--- config.mk ---
export PLATFORM = sky130hd
export DESIGN_NAME = sdlc_tx_seq
export DESIGN_NICKNAME = d
export VERILOG_FILES = /design/src/rtl/sdlc_tx_pkg.sv /design/src/rtl/sdlc_tx_ctrl.sv /design/src/rtl/sdlc_tx_dma.sv /design/src/rtl/sdlc_tx_outreg.sv /design/src/rtl/sdlc_tx_seq.sv
export SDC_FILE = /design/constraint.sdc
export NUM_CORES = 1
export LEC_CHECK = 0
export ABC_AREA = 1
export BUFFER_PORTS_ARGS = -buffer_cell sky130_fd_sc_hd__buf_2
export CAP_MARGIN = 20
export CORE_AREA = 2 2 78 80
export DETAILED_ROUTE_END_ITERATION = 7
export DIE_AREA = 0 0 80 82
export PLACE_DENSITY = 0.74
export SLEW_MARGIN = 20
export SYNTH_ARGS = -nofsm -noshare
export SYNTH_HDL_FRONTEND = slang
export SYNTH_SLANG_ARGS = --single-unit
--- constraint.sdc ---
create_clock -name clk_i -period 2.15 [get_ports clk_i]
set_clock_uncertainty 0.15 [all_clocks]
set_input_delay 0 -clock clk_i [delete_from_list [all_inputs] [get_ports clk_i]]
set_output_delay 0 -clock clk_i [all_outputs]
set_load 0.01 [all_outputs]
--- src/rtl/sdlc_tx_pkg.sv ---
package sdlc_tx_pkg;
  typedef enum logic [3:0] {
    ST_IDLE, ST_START, ST_SYNC1, ST_SYNC2, ST_FLAG,
    ST_DATA, ST_CRC1, ST_CRC2, ST_CLOSE, ST_DONE
  } tx_state_e;

  typedef enum logic [1:0] {SRC_FLAG, SRC_SYNC, SRC_RAM, SRC_HOLD} src_e;

  localparam logic [7:0] FLAG_BYTE = 8'h7E;
  localparam logic [7:0] SYNC_ALT  = 8'h55;
  localparam logic [7:0] SYNC_ZERO = 8'h00;
endpackage

--- src/rtl/sdlc_tx_ctrl.sv ---
module sdlc_tx_ctrl
  import sdlc_tx_pkg::*;
(
  input  logic clk_i,
  input  logic rst_ni,
  input  logic rts_i,
  input  logic cts_i,
  input  logic pfs_en_i,
  input  logic nfcs_i,
  input  logic boundary_i,
  input  logic last_i,
  output logic busy_o,
  output logic out_ld_o,
  output src_e out_sel_o,
  output logic zi_v_o,
  output logic fcs_v_o,
  output logic dma_load_o,
  output logic dma_step_o,
  output logic fcs_en_o,
  output logic done_o
);
  tx_state_e state_q, state_d;

  always_comb begin
    state_d    = state_q;
    out_ld_o   = 1'b0;
    out_sel_o  = SRC_HOLD;
    zi_v_o     = 1'b0;
    fcs_v_o    = 1'b0;
    dma_load_o = 1'b0;
    dma_step_o = 1'b0;
    unique case (state_q)
      ST_IDLE:  if (rts_i && cts_i) state_d = ST_START;
      ST_START: begin
        out_ld_o  = 1'b1;
        out_sel_o = SRC_FLAG;
        state_d   = pfs_en_i ? ST_SYNC1 : ST_FLAG;
      end
      ST_SYNC1: if (boundary_i) begin
        out_ld_o  = 1'b1;
        out_sel_o = SRC_SYNC;
        state_d   = ST_SYNC2;
      end
      ST_SYNC2: if (boundary_i) begin
        out_ld_o  = 1'b1;
        out_sel_o = SRC_SYNC;
        state_d   = ST_FLAG;
      end
      ST_FLAG: begin
        dma_load_o = 1'b1;
        state_d    = ST_DATA;
      end
      ST_DATA: if (boundary_i) begin
        out_ld_o   = 1'b1;
        out_sel_o  = SRC_RAM;
        zi_v_o     = 1'b1;  // automatic re-enable after flag/sync
        dma_step_o = 1'b1;
        if (last_i) state_d = nfcs_i ? ST_CLOSE : ST_CRC1;
      end
      ST_CRC1: if (boundary_i) begin
        out_ld_o = 1'b1;
        zi_v_o   = 1'b1;
        fcs_v_o  = 1'b1;
        state_d  = ST_CRC2;
      end
      ST_CRC2: if (boundary_i) begin
        out_ld_o = 1'b1;
        zi_v_o   = 1'b1;
        fcs_v_o  = 1'b1;
        state_d  = ST_CLOSE;
      end
      ST_CLOSE: if (boundary_i) begin
        out_ld_o  = 1'b1;
        out_sel_o = SRC_FLAG;
        state_d   = ST_DONE;
      end
      ST_DONE:  if (boundary_i) state_d = ST_IDLE;
      default:  state_d = ST_IDLE;
    endcase
  end

  always_ff @(posedge clk_i or negedge rst_ni) begin
    if (!rst_ni) begin
      state_q  <= ST_IDLE;
      fcs_en_o <= 1'b0;
      done_o   <= 1'b0;
    end else begin
      state_q <= state_d;
      done_o  <= (state_q == ST_DONE) && boundary_i;
      if (state_q == ST_FLAG) fcs_en_o <= 1'b1;
      else if (boundary_i && (state_q == ST_CRC1 || state_q == ST_CLOSE)) fcs_en_o <= 1'b0;
    end
  end

  assign busy_o = (state_q != ST_IDLE);

  assert_idle_hold_R1: assert property (@(posedge clk_i) disable iff (!rst_ni)
    (state_q == ST_IDLE && !(rts_i && cts_i)) |=> (state_q == ST_IDLE));
  assert_done_pulse_R9: assert property (@(posedge clk_i) disable iff (!rst_ni)
    done_o |=> !done_o);
  assert_done_idle_R9: assert property (@(posedge clk_i) disable iff (!rst_ni)
    done_o |-> (state_q == ST_IDLE));
endmodule

--- src/rtl/sdlc_tx_dma.sv ---
module sdlc_tx_dma #(
  parameter int AW = 8,
  parameter int LW = 8
) (
  input  logic          clk_i,
  input  logic          rst_ni,
  input  logic          load_i,
  input  logic          step_i,
  input  logic [AW-1:0] start_i,
  input  logic [LW-1:0] len_i,
  output logic [AW-1:0] ptr_o,
  output logic          last_o
);
  localparam logic [LW-1:0] CNT_ONE = LW'(1);
  logic [LW-1:0] cnt_q;

  always_ff @(posedge clk_i or negedge rst_ni) begin
    if (!rst_ni) begin
      ptr_o <= '0;
      cnt_q <= '0;
    end else if (load_i) begin
      ptr_o <= start_i;
      cnt_q <= (len_i == '0) ? '0 : len_i - CNT_ONE;  // zero length sends one byte
    end else if (step_i) begin
      ptr_o <= ptr_o + AW'(1);
      if (cnt_q != '0) cnt_q <= cnt_q - CNT_ONE;
    end
  end

  assign last_o = (cnt_q == '0);

  assert_ptr_load_R5: assert property (@(posedge clk_i) disable iff (!rst_ni)
    load_i |=> (ptr_o == $past(start_i)));
  assert_ptr_step_R6: assert property (@(posedge clk_i) disable iff (!rst_ni)
    (step_i && !load_i) |=> (ptr_o == $past(ptr_o) + AW'(1)));
endmodule

--- src/rtl/sdlc_tx_outreg.sv ---
module sdlc_tx_outreg
  import sdlc_tx_pkg::*;
(
  input  logic       clk_i,
  input  logic       rst_ni,
  input  logic       ld_i,
  input  src_e       sel_i,
  input  logic       zi_v_i,
  input  logic       fcs_v_i,
  input  logic       pfs_pat_i,
  input  logic [7:0] ram_data_i,
  output logic [7:0] byte_o,
  output logic       zi_en_o,
  output logic       fcs_send_o
);
  logic [7:0] byte_d;

  always_comb begin
    unique case (sel_i)
      SRC_FLAG: byte_d = FLAG_BYTE;
      SRC_SYNC: byte_d = pfs_pat_i ? SYNC_ALT : SYNC_ZERO;
      SRC_RAM:  byte_d = ram_data_i;
      default:  byte_d = byte_o;
    endcase
  end

  always_ff @(posedge clk_i or negedge rst_ni) begin
    if (!rst_ni) begin
      byte_o     <= '0;
      zi_en_o    <= 1'b0;
      fcs_send_o <= 1'b0;
    end else if (ld_i) begin
      byte_o     <= byte_d;
      zi_en_o    <= zi_v_i;
      fcs_send_o <= fcs_v_i;
    end
  end

  assert_sync_no_zi_R3: assert property (@(posedge clk_i) disable iff (!rst_ni)
    (ld_i && sel_i == SRC_SYNC) |=> (!zi_en_o && (byte_o == SYNC_ALT || byte_o == SYNC_ZERO)));
  assert_flag_no_zi_R9: assert property (@(posedge clk_i) disable iff (!rst_ni)
    (ld_i && sel_i == SRC_FLAG) |=> (!zi_en_o && !fcs_send_o));
endmodule

--- src/rtl/sdlc_tx_seq.sv ---
module sdlc_tx_seq
  import sdlc_tx_pkg::*;
#(
  parameter int AW = 8,
  parameter int LW = 8
) (
  input  logic          clk_i,
  input  logic          rst_ni,
  input  logic          rts_i,
  input  logic          cts_i,
  input  logic          pfs_en_i,
  input  logic          pfs_pat_i,
  input  logic          nfcs_i,
  input  logic [AW-1:0] buf_start_i,
  input  logic [LW-1:0] buf_len_i,
  output logic [AW-1:0] ram_addr_o,
  output logic          ram_rd_o,
  input  logic [7:0]    ram_data_i,
  input  logic          boundary_i,
  output logic [7:0]    byte_o,
  output logic          zi_en_o,
  output logic          fcs_en_o,
  output logic          fcs_send_o,
  output logic          busy_o,
  output logic          done_o
);
  logic out_ld, zi_v, fcs_v, dma_load, dma_step, last;
  src_e out_sel;

  sdlc_tx_ctrl u_ctrl (
    .clk_i, .rst_ni, .rts_i, .cts_i, .pfs_en_i, .nfcs_i, .boundary_i,
    .last_i(last), .busy_o, .out_ld_o(out_ld), .out_sel_o(out_sel),
    .zi_v_o(zi_v), .fcs_v_o(fcs_v), .dma_load_o(dma_load),
    .dma_step_o(dma_step), .fcs_en_o, .done_o
  );

  sdlc_tx_dma #(.AW(AW), .LW(LW)) u_dma (
    .clk_i, .rst_ni, .load_i(dma_load), .step_i(dma_step),
    .start_i(buf_start_i), .len_i(buf_len_i), .ptr_o(ram_addr_o), .last_o(last)
  );

  sdlc_tx_outreg u_out (
    .clk_i, .rst_ni, .ld_i(out_ld), .sel_i(out_sel), .zi_v_i(zi_v),
    .fcs_v_i(fcs_v), .pfs_pat_i, .ram_data_i, .byte_o, .zi_en_o, .fcs_send_o
  );

  assign ram_rd_o = dma_step;

  assert_crc_slot_R7: assert property (@(posedge clk_i) disable iff (!rst_ni)
    $rose(fcs_send_o) |-> !fcs_en_o);
  assert_idle_quiet_R1: assert property (@(posedge clk_i) disable iff (!rst_ni)
    !busy_o |-> !ram_rd_o);
  assert_end_done_R9: assert property (@(posedge clk_i) disable iff (!rst_ni)
    $fell(busy_o) |-> done_o);
endmodule

==> results of run 1 <==
synth_stat cells:
cell type    n
buf_2        1
a211oi_1     2
a31oi_1      1
nor4_1       1
buf_4        2
o211ai_1     1
o21ai_0     20
a21oi_1     10
nor2_1      41
a21o_1       1
xnor2_1      2
clkbuf_1     1
nand2_4      1
ha_1         8
nor2_2       1
o22ai_1      2
nand2_1    103
nor3_1       3
buf_6        1
o21ai_2      9
nor2_4       3
xor2_1       4
inv_2        3
o21bai_1     1
o21a_1       2
dfrtp_1     32
nand2_2      3
nand3_1     22
inv_1       35
nand4_1      8
nand3_2      1
o21ai_1      1
cell type report:
| class | instances | share of cell area |
|---|---|---|
| clock buffers | 5 | 0.0226 |
| clock inverters | 3 | 0.0140 |
| inverters | 38 | 0.0468 |
| multi-input cells | 251 | 0.424 |
| flip-flops and latches | 32 | 0.264 |
| well taps | 75 | 0.0308 |
| repair buffers | 90 | 0.198 |
sequential cells by signal (all words and copies together), names as in the netlist:
register          flops
u_out.byte_o          8
u_out.fcs_send_o      1
u_ctrl.fcs_en_o       1
u_ctrl.done_o         1
u_ctrl.state_q        4
u_dma.ptr_o           8
u_out.zi_en_o         1
u_dma.cnt_q           8
where the power goes:
group          internal (mW)  total (mW)  switching, mW
clock                  0.343       0.577          0.234
combinational           1.02        2.60           1.58
sequential             0.876        1.13          0.251
worst max-delay path, delay by kind of cell (launching register included):
kind                     cells  cell delay, ps
AO/OA/AOI/OAI                3             260
AND/OR/NAND/NOR              5             530
flip-flops                   1             420
adder cells (fa/ha/maj)      1             190
buffers and inverters        4             400
worst paths after layout:
kind                                endpoint  slack, ps  cells past startpoint
max in group asynchronous  u_ctrl.state_q[2]       1170                      2
min in group asynchronous     u_dma.ptr_o[1]        170                      2
max reg2reg                  u_out.byte_o[6]        100                     13
min reg2reg                  u_out.byte_o[0]        330                      2
max                          u_out.byte_o[6]        100                     13
min                           u_dma.cnt_q[2]         40                      6
what timing repair did:
action | CTS | global route
endpoints found under the setup margin | 0 | 8
gates resized for setup | 0 | 10
hold endpoints to repair | 56 | 0
hold buffers | 24 | 0
buffers inserted | 0 | 6
logic make-up after synthesis:
logic type               Yosys count  share of synthesized area
AO/OA/AOI/OAI                     50                      0.136
XOR/XNOR                           6                     0.0235
flip-flops                        32                      0.358
AND/OR/NAND/NOR                  187                      0.358
buffers and inverters             43                     0.0794
adder cells (fa/ha/maj)            8                     0.0447
routing by layer:
metal / vias to the layer above / GRT usage
met5: - / 0
met4: 0 / 0.0288
met3: 4 / 0.0429
met2: 69 / 0.304
met1: 1090 / 0.207
li1: 1234 / -
==> key figures, run 1 <==
Place
  • Placed cell area: 2620 um^2
  • Post-DP HPWL: 3900 um
  • RD Place Congestion: 0.931
  • PortBufs: 53
  • Post-Place Worst Slack: 38.6 ps
  • Placed cell count: 456

Synthesis
  • Avg Inst Size Synth: 6.87 um^2
  • Synth Cell Area: 2240 um^2
  • Syn Inst Count: 326
  • Top post-synthesis cells by area: dfrtp_1 36%, nand2_1 17%, nor2_1 6.9%
  • Register bit count reported by yosys: 32
  • Seq/Total Area, Yosys: 0.358
  • Synthesized net count: 366
  • Synth unique cells: 32
  • Synth area leader: dfrtp_1
  • Top cell type's share of synthesized area: 0.358
  • Yosys warning count: 0

Worst setup path
  • Worst setup path start: u_ctrl.state_q[3]
  • Startpoint Class: flop
  • Worst Path Arrival: 2080 ps
  • Worst-path cell chain: buf_4 > nor2_2 > nand2_1 > nand2_1 > a21oi_1 > inv_1 > nand2_1 > inv_2 > ha_4 > inv_1 > nand2_2 > a21oi_2 > o21ai_2
  • CP peak stage delay: 420 ps
  • CP most frequent cell: nand2_1
  • Crit Path Max Fanout: 4
  • Crit. End Element: flop
  • Slowest-stage cell, CP: dfrtp_1
  • Crit path kind: flop to flop
  • Worst r2r src: u_ctrl.state_q[3]
  • Data required, critical path: 2180 ps

Layout
  • N_diodes: 0
  • Filler cell count: 563
  • Final Util: 0.530
  • Fraction of layout cells with a size suffix above 1: 0.251
  • Area growth from synthesis to layout: 36.1%
  • Most common cell after layout, fill and taps aside: nand2_1
  • Post-route design area: 3050 um^2
  • Flip-flop and latch area: 803 um^2
  • Area of the multi-input gates: 1290 um^2
  • Non-filler cells, final: 494
  • Total Nets Final: 458
  • Most frequent cells in the layout: 101 x nand2_1, 53 x buf_2, 40 x nor2_1

Timing
  • Tcrit/Tclk final: 0.954
  • Setup TNS: 0 ps
  • Min Tclk post-route: 2050 ps
  • Rel. slew slack: 0.512
  • Fmax: 0.487 GHz
  • Final hold vios: 0
  • Final setup fails: 0
  • Hold WS: 39.6 ps
  • Worst-Margin Slew: 732 ps
  • Max-slew violations: 0
  • Post-route worst setup slack: 98.1 ps

Detailed routing
  • Metal2 WL: 2830 um
  • Met3 WL: 248 um
  • Total wire length: 5590 um
  • Met1 WL: 2460 um
  • Drt drc: 0
  • Wirelength per Cell: 11.3 um
  • DRT Pass-1 Iters: 4
  • Vias after detailed routing: 2397
  • DRT antenna net count: 0
  • Avg Vias per Cell: 4.85
  • Initial DRC Count: 161
  • Top sig layer: met4

Floorplanning
  • Die Area: 6560 um^2
  • Die H: 82 um
  • Die X: 80 um
  • # IOs: 54
  • Initial Util: 0.390
  • Rows: 28
  • Core Area: 5750 um^2

Status
  • Status: completed

Hold path
  • HP Class: primary input to flop
  • Hold Path Origin: buf_len_i[2]

Clock tree
  • Clock Latency Late Sink: 290 ps
  • Root Buffer: clkbuf_8
  • Clock sinks: 32
  • Total CTS buffers: 5
  • Clock Path Buffers: 2
  • H-tree Lvls: 2
  • Clk pin slew, worst setup/hold paths: 80 ps
  • TritonCTS clock tree: yes

Pwr
  • PwrDens: 1410 nW/um^2
  • Peak supply drop: 1.13 mV
  • Leakage: 1.60 nW
  • Power Total: 4.31 mW

Global route
  • Largest net degree at the start of global routing: 33
  • GRT overflow: 0
  • Vias in the first global route: 2073
  • Tot GR Track Use: 0.169
  • Antenna violations before repair: 0
  • First-pass GRT wire length: 8830 um

Run
  • Max-cap violations: 0
Power figures use the tool's default switching activity.
==> run 2, diff against run 1 <==
--- a/config.mk
+++ b/config.mk
@@ -8,11 +8,12 @@
 export ABC_AREA = 1
 export BUFFER_PORTS_ARGS = -buffer_cell sky130_fd_sc_hd__buf_2
 export CAP_MARGIN = 20
-export CORE_AREA = 2 2 78 80
+export CORE_AREA = 2 2 79 81
 export DETAILED_ROUTE_END_ITERATION = 7
-export DIE_AREA = 0 0 80 82
-export PLACE_DENSITY = 0.74
+export DIE_AREA = 0 0 81 83
+export PLACE_DENSITY = 0.73
 export SLEW_MARGIN = 20
 export SYNTH_ARGS = -nofsm -noshare
 export SYNTH_HDL_FRONTEND = slang
+export SYNTH_HIERARCHICAL = 1
 export SYNTH_SLANG_ARGS = --single-unit
==> key figures, run 2 <==
Status
  • Status: completed

Timing
  • Rel. slew slack: 0.511 (-0.00112)
  • Worst-Margin Slew: 734 ps (+1.68 ps)
  • Fmax: 0.501 GHz (+2.7%)
  • Setup TNS: 0 ps (unchanged)
  • Min Tclk post-route: 2000 ps (-54.2 ps)
  • Tcrit/Tclk final: 0.929 (-0.0252)
  • Final hold vios: 0 (unchanged)
  • Unrepaired setup endpoints after global routing: false
  • Final setup fails: 0 (unchanged)
  • Max-slew violations: 0 (unchanged)

Layout
  • Most frequent cells in the layout: 129 x nand2_1, 53 x buf_2, 31 x nand3_1
  • Non-filler cells, final: 492 (-0.40%)
  • Area growth from synthesis to layout: 30.7%
  • N_diodes: 0 (unchanged)
  • Fraction of layout cells with a size suffix above 1: 0.249 (-0.00120)
  • Registers with the most flip-flops: u_dma/cnt_q: 8 flops, u_dma/ptr_o: 8 flops, u_out/byte_o: 8 flops
  • Total Nets Final: 455 (-0.66%)
  • Most common cell after layout, fill and taps aside: nand2_1

Synthesis
  • Top post-synthesis cells by area: dfrtp_1 35%, nand2_1 21%, nand3_1 6.8%
  • Syn Inst Count: 332 (+1.8%)
  • Top FF cell, synth: dfrtp_1
  • Yosys warning count: 6 (+6)
  • Post-Synth Simple-Gate Area: 0.436 (+0.0780)
  • Post-synthesis compound-gate area fraction: 0.0620 (-0.0744)
  • EDFF count, synth: 0 (unchanged)
  • Register bit count reported by yosys: 32 (unchanged)
  • Synth unique cells: 33 (+3.1%)
  • Synth area leader: dfrtp_1
  • Top-count cell post-synth: nand2_1
  • Main combinational cell family by area after synthesis: simple AND/OR/NAND/NOR gates
  • Post-synthesis adder-cell area fraction: 0.0384 (-0.00630)
  • Avg Inst Size Synth: 6.87 um^2 (about the same)
  • Top cells by count, synth: 129 x nand2_1, 32 x dfrtp_1, 31 x nand3_1, 30 x nor2_1, 26 x inv_1
  • Seq/Total Area, Yosys: 0.351 (-0.00648)
  • Ys async rst share: 1.00 (unchanged)
  • Post-synthesis mux area share: 0 (unchanged)
  • Synth Area in XOR/XNOR: 0.0307 (+0.00726)
  • Top cell type's share of synthesized area: 0.351 (-0.00648)
  • Synthesized net count: 371 (+1.4%)
  • Synth Cell Area: 2280 um^2 (+1.8%)

Floorplanning
  • Die H: 83 um (+1.2%)
  • Rows: 28 (unchanged)
  • Die Area: 6720 um^2 (+2.5%)
  • # IOs: 54 (unchanged)
  • Core Area: 5820 um^2 (+1.2%)
  • Die X: 81 um (+1.3%)
  • Initial Util: 0.392 (+0.00241)

Pwr
  • Leakage: 1.59 nW (-0.80%)
  • Comb power frac: 0.620 (+0.016)
  • Share of total power in the clock network: 0.111 (-0.023)
  • Power Total: 4.31 mW (about the same)
  • Power Internal: 2.18 mW (-2.6%)
  • Part of the power in registers: 0.269 (+0.007)
  • Peak supply drop: 0.653 mV (-42%)
  • Psw: 2.13 mW (+2.9%)
  • PwrDens: 1450 nW/um^2 (+2.2%)
  • Sw Share: 0.494 (+0.0139)

Clock tree
  • TritonCTS clock tree: yes
  • Clock Path Buffers: 2 (unchanged)
  • Clock sinks: 32 (unchanged)
  • H-tree Lvls: 2 (unchanged)
  • Root Buffer: clkbuf_8
  • Clk pin slew, worst setup/hold paths: 70 ps (about the same)
  • Post-CTS setup buffer count: 0 (unchanged)
  • Total CTS buffers: 5 (unchanged)
  • Clock Latency Late Sink: 280 ps (about the same)

Detailed routing
  • Initial DRC Count: 99 (-39%)
  • Total wire length: 5370 um (-4.0%)
  • Wirelength per Cell: 10.9 um (-3.6%)
  • Avg Vias per Cell: 4.72 (-2.7%)
  • DRT Pass-1 Iters: 4 (unchanged)
  • Vias after detailed routing: 2322 (-3.1%)
  • DRT antenna net count: 0 (unchanged)
  • Drt drc: 0 (unchanged)

Worst setup path
  • Crit. End Element: flop
  • Crit Path Max Fanout: 6 (+2)
  • Data required, critical path: 2180 ps (about the same)
  • Crit path kind: flop to flop
  • Startpoint Class: flop
  • Worst Path Arrival: 2030 ps (-50 ps)

Place
  • Placed cell count: 461 (+1.1%)
  • PortBufs: 53 (unchanged)
  • Post-DP HPWL: 4010 um (+2.7%)
  • RD Place Congestion: 0.943 (+1.3%)

Global route
  • First-pass GRT wire length: 8650 um (-2.0%)
  • Antenna violations before repair: 0 (unchanged)
  • Tot GR Track Use: 0.159 (-0.00999)
  • Largest net degree at the start of global routing: 33 (unchanged)
  • Vias in the first global route: 2040 (-1.6%)
  • GRT overflow: 0 (unchanged)

Run
  • Max-cap violations: 0 (unchanged)

Hold path
  • HP Class: primary input to flop
## run 2: cell types whose count changed in the layout (fill, tap and decap cells not counted), moves of 9 or more
| cell | change |
|---|---|
| o21ai_0 | -12 |
| o21ai_2 | -9 |
| nand3_1 | +9 |
| nand2_1 | +28 |
| nor2_1 | -10 |
## run 2: power by group through the flow
stage,Sequential [mW],Clock (mW),Combinational (mW)
4_1_cts,1.15,0.495,2.65
2_1_floorplan,1.18,0,1.93
3_3_place_gp,1.15,0,2.55
5_1_grt,1.20,0.518,3.03
6_report,1.16,0.478,2.67
3_5_place_dp,1.16,0,2.60
## run 2: cell families after synthesis
kind of cell | count (synthesis)
compound gates | 24
xor+xnor | 8
fa+ha+maj | 7
buf+inv | 40
flops | 32
simple gates | 221
## run 2: timing repair
action / in CTS / in global routing
resized for setup: 0 / 6
setup endpoints to repair: 0 / 10
hold buffers: 23 / 0
endpoints found under the hold margin: 54 / 0
## run 2: layer usage
layer | vias to the layer above | GRT usage | share of wire
met4 | 0 | 0.0431 | 0.013
met2 | 53 | 0.258 | 0.46
met1 | 1047 | 0.216 | 0.48
met3 | 8 | 0.0293 | 0.045
met5 | - | 0 | 0
li1 | 1214 | - | -
## run 2: critical path, stage by stage (launching register included)
cell and delay (ps):
dfrtp_2 420, inv_2 70, nor2_4 160, nand2_2 120
nand4_1 130, nand4_1 150, inv_1 100, ha_2 270
inv_1 120, nand3_1 90, nand2_1 60, nand2_1 40
## run 2: final timing paths
path,from,end,slack (ps),cells after the start
max,u_ctrl/state_q[2],u_out/byte_o[4],150,11
min,buf_len_i[2],u_dma/cnt_q[2],4,6
max reg2reg,u_ctrl/state_q[2],u_out/byte_o[4],150,11
min reg2reg,u_out/byte_o[5],u_out/byte_o[5],320,2
max in group asynchronous,rst_ni,u_ctrl/state_q[1],1180,2
min in group asynchronous,rst_ni,u_out/byte_o[0],160,2
## run 2: layout make-up
type | instances | area (um^2)
clock buffer | 6 | 82.6
clock inverter | 2 | 10.0
fill | 600 | 2840
inverter | 36 | 156
multi-input combinational | 260 | 1300
sequential | 32 | 806
tap | 75 | 93.8
timing repair buffer | 81 | 533
## run 2: per-stage QoR
step | util | worst slack, ps | hold WS (ps) | area (um^2)
after floorplan | - | 266 | -446 | 2280
after global placement | 0.455 | 114 | -40.6 | 2650
after detailed placement | 0.455 | 96.4 | -47.2 | 2650
after CTS | 0.511 | 84.8 | 2.05 | 2970
after global routing | 0.512 | 5.11 | 48.4 | 2980
final | 0.512 | 152 | 3.53 | 2980
==> run 3, diff against run 2 <==
--- a/config.mk
+++ b/config.mk
@@ -8,10 +8,10 @@
 export ABC_AREA = 1
 export BUFFER_PORTS_ARGS = -buffer_cell sky130_fd_sc_hd__buf_2
 export CAP_MARGIN = 20
-export CORE_AREA = 2 2 79 81
+export CORE_AREA = 2 2 72 74
 export DETAILED_ROUTE_END_ITERATION = 7
-export DIE_AREA = 0 0 81 83
-export PLACE_DENSITY = 0.73
+export DIE_AREA = 0 0 74 76
+export PLACE_DENSITY = 0.84
 export SLEW_MARGIN = 20
 export SYNTH_ARGS = -nofsm -noshare
 export SYNTH_HDL_FRONTEND = slang
==> constraint.sdc (replaced) <==
create_clock -name clk_i -period 1.7 [get_ports clk_i]
set_clock_uncertainty 0.15 [all_clocks]
set_input_delay 0 -clock clk_i [delete_from_list [all_inputs] [get_ports clk_i]]
set_output_delay 0 -clock clk_i [all_outputs]
set_load 0.01 [all_outputs]
==> key figures, run 3 (same netlist as run 2, synthesis figures left out) <==
Status
  • Status: finished, violations left
  • Violated checks: negative setup slack

Pwr
  • Share of total power in the clock network: 0.096 (-0.015)
  • Part of the power in registers: 0.192 (-0.077)
  • Psw: 3.86 mW (+82%)
  • Peak supply drop: 1.03 mV (+58%)
  • Power Internal: 4.03 mW (+85%)
  • Power Total: 7.90 mW (+83%)
  • Sw Share: 0.489 (-0.00439)
  • Leakage: 1.90 nW (+19%)
  • Comb power frac: 0.712 (+0.092)
  • PwrDens: 2160 nW/um^2 (+50%)

Worst setup path
  • Crit. End Element: flop
  • Crit Path Max Fanout: 5 (-1)
  • Worst r2r path cells: 10 (-1)
  • Data required, critical path: 1790 ps (-390 ps)
  • End of the worst register-to-register path: u_out/byte_o[0]
  • Crit path kind: flop to flop
  • Reg2Reg Setup Slack: -350 ps (-510 ps)
  • Worst setup path start: u_ctrl/state_q[1]
  • Worst r2r src: u_ctrl/state_q[1]
  • Startpoint Class: flop
  • Worst Path Arrival: 2140 ps (+110 ps)
  • CP Capture Point: u_out/byte_o[0]

Run
  • Max-cap violations: 0 (unchanged)

Layout
  • N_diodes: 0 (unchanged)
  • Total Nets Final: 506 (+11%)
  • Fraction of layout cells with a size suffix above 1: 0.421 (+0.172)
  • Final Util: 0.743 (+0.231)
  • Most common cell after layout, fill and taps aside: nand2_1
  • Post-route design area: 3650 um^2 (+23%)
  • Registers with the most flip-flops: u_dma/cnt_q: 8 flops, u_dma/ptr_o: 8 flops, u_out/byte_o: 8 flops
  • Non-filler cells, final: 538 (+9.3%)
  • Area growth from synthesis to layout: 60.2%
  • Most frequent cells in the layout: 111 x nand2_1, 52 x buf_2, 42 x buf_4

Global route
  • Antenna violations before repair: 0 (unchanged)
  • Largest net degree at the start of global routing: 33 (unchanged)
  • Vias in the first global route: 2738 (+34%)
  • GRT overflow: 0 (unchanged)
  • First-pass GRT wire length: 11800 um (+37%)
  • Tot GR Track Use: 0.267 (+0.108)

Floorplanning
  • Die Area: 5620 um^2 (-16%)
  • # IOs: 54 (unchanged)
  • Core Area: 4910 um^2 (-16%)
  • Initial Util: 0.464 (+0.0721)
  • Rows: 26 (-7.1%)
  • Die H: 76 um (-8.4%)
  • Die X: 74 um (-8.6%)

Place
  • Post-Place Worst Slack: -287 ps (-384 ps)
  • Placed cell area: 2890 um^2 (+9.2%)
  • Post-DP HPWL: 4480 um (+12%)
  • RD Place Congestion: 0.933 (-1.0%)
  • Placed cell count: 485 (+5.2%)
  • PortBufs: 53 (unchanged)

Clock tree
  • Clock Path Buffers: 2 (unchanged)
  • H-tree Lvls: 2 (unchanged)
  • Total CTS buffers: 5 (unchanged)
  • Clock sinks: 32 (unchanged)
  • Clock Latency Late Sink: 290 ps (about the same)
  • Clk pin slew, worst setup/hold paths: 80 ps (about the same)
  • TritonCTS clock tree: yes
  • Root Buffer: clkbuf_8

Timing
  • Final setup fails: 31 (+31)
  • Setup TNS: -6110 ps (-6110 ps)
  • Rel. slew slack: 0.501 (-0.00972)
  • Worst-Margin Slew: 748 ps (+14.6 ps)
  • Min Tclk post-route: 2050 ps (+55.4 ps)
  • Max-slew violations: 0 (unchanged)
  • Fmax: 0.487 GHz (-2.7%)
  • Tcrit/Tclk final: 1.21 (+0.279)
  • Hold WS: 52.5 ps (+49.0 ps)
  • Post-route worst setup slack: -353 ps (-505 ps)
  • Unrepaired setup endpoints after global routing: true
  • Final hold vios: 0 (unchanged)

Detailed routing
  • DRT Pass-1 Iters: 5 (+1)
  • Initial DRC Count: 392 (+300%)
  • Avg Vias per Cell: 5.23 (+11%)
  • Wirelength per Cell: 15.1 um (+39%)
  • Vias after detailed routing: 2812 (+21%)
  • Total wire length: 8130 um (+51%)
  • DRT antenna net count: 0 (unchanged)
  • Drt drc: 0 (unchanged)

Hold path
  • HP Class: primary input to flop
[run 3: changes by cell type in the layout (fill, tap and decap cells not counted), moves of 5 or more]
cell,delta
inv_2,+6
nand2_4,+5
nor2_1,-7
buf_4,+37
inv_1,-9
nand2_1,-18
nand2_2,+14
nor2_4,+11
buf_6,+11
[run 3: what timing repair did]
action                                  in CTS  in global routing
gates cloned                                 1                  0
pin swaps                                   20                 19
hold buffers                                26                  0
endpoints found under the hold margin       57                  0
endpoints found under the setup margin      31                 31
setup buffers                               11                  7
resized for setup                           42                 34
[run 3: worst min-delay path by stage]
stage	start	end	cells past startpoint
CTS	buf_len_i[5]	u_dma/cnt_q[5]	6
global route	buf_len_i[6]	u_dma/cnt_q[6]	6
floorplan	rst_ni	u_ctrl/done_o	0
finish	buf_len_i[5]	u_dma/cnt_q[5]	6
detailed placement	rst_ni	u_out/fcs_send_o	1
global placement	rst_ni	u_ctrl/done_o	1
[run 3: cell type report]
class / count / area (um^2)
multi-input cells: 261 / 1520
fillers: 319 / 1260
repair buffers: 131 / 960
flip-flops and latches: 32 / 806
inverters: 36 / 165
well taps: 70 / 87.6
clock buffers: 5 / 68.8
clock inverters: 3 / 42.5
[run 3: critical path, stage by stage (launching register included)]
cell,delay (ps)
dfrtp_2,470
nor2_4,180
nand2_2,80
nand4_1,120
nand4_1,230
inv_1,200
ha_4,190
nand2_4,80
nand2_1,110
nand3_2,90
nand2_1,80
[run 3: power by group through the flow]
stage,Sequential (mW),Clock [mW],Combinational [mW]
global route,1.56,0.797,6.03
floorplan,1.52,0,2.52
detailed placement,1.47,0,3.91
global placement,1.45,0,3.78
CTS,1.48,0.763,4.64
finish,1.51,0.757,5.63
[run 3: per-layer routing]
metal / share of wire / global-route usage
met2: 0.50 / 0.460
met1: 0.38 / 0.311
met5: 0 / 0
met3: 0.077 / 0.0489
met4: 0.038 / 0.131
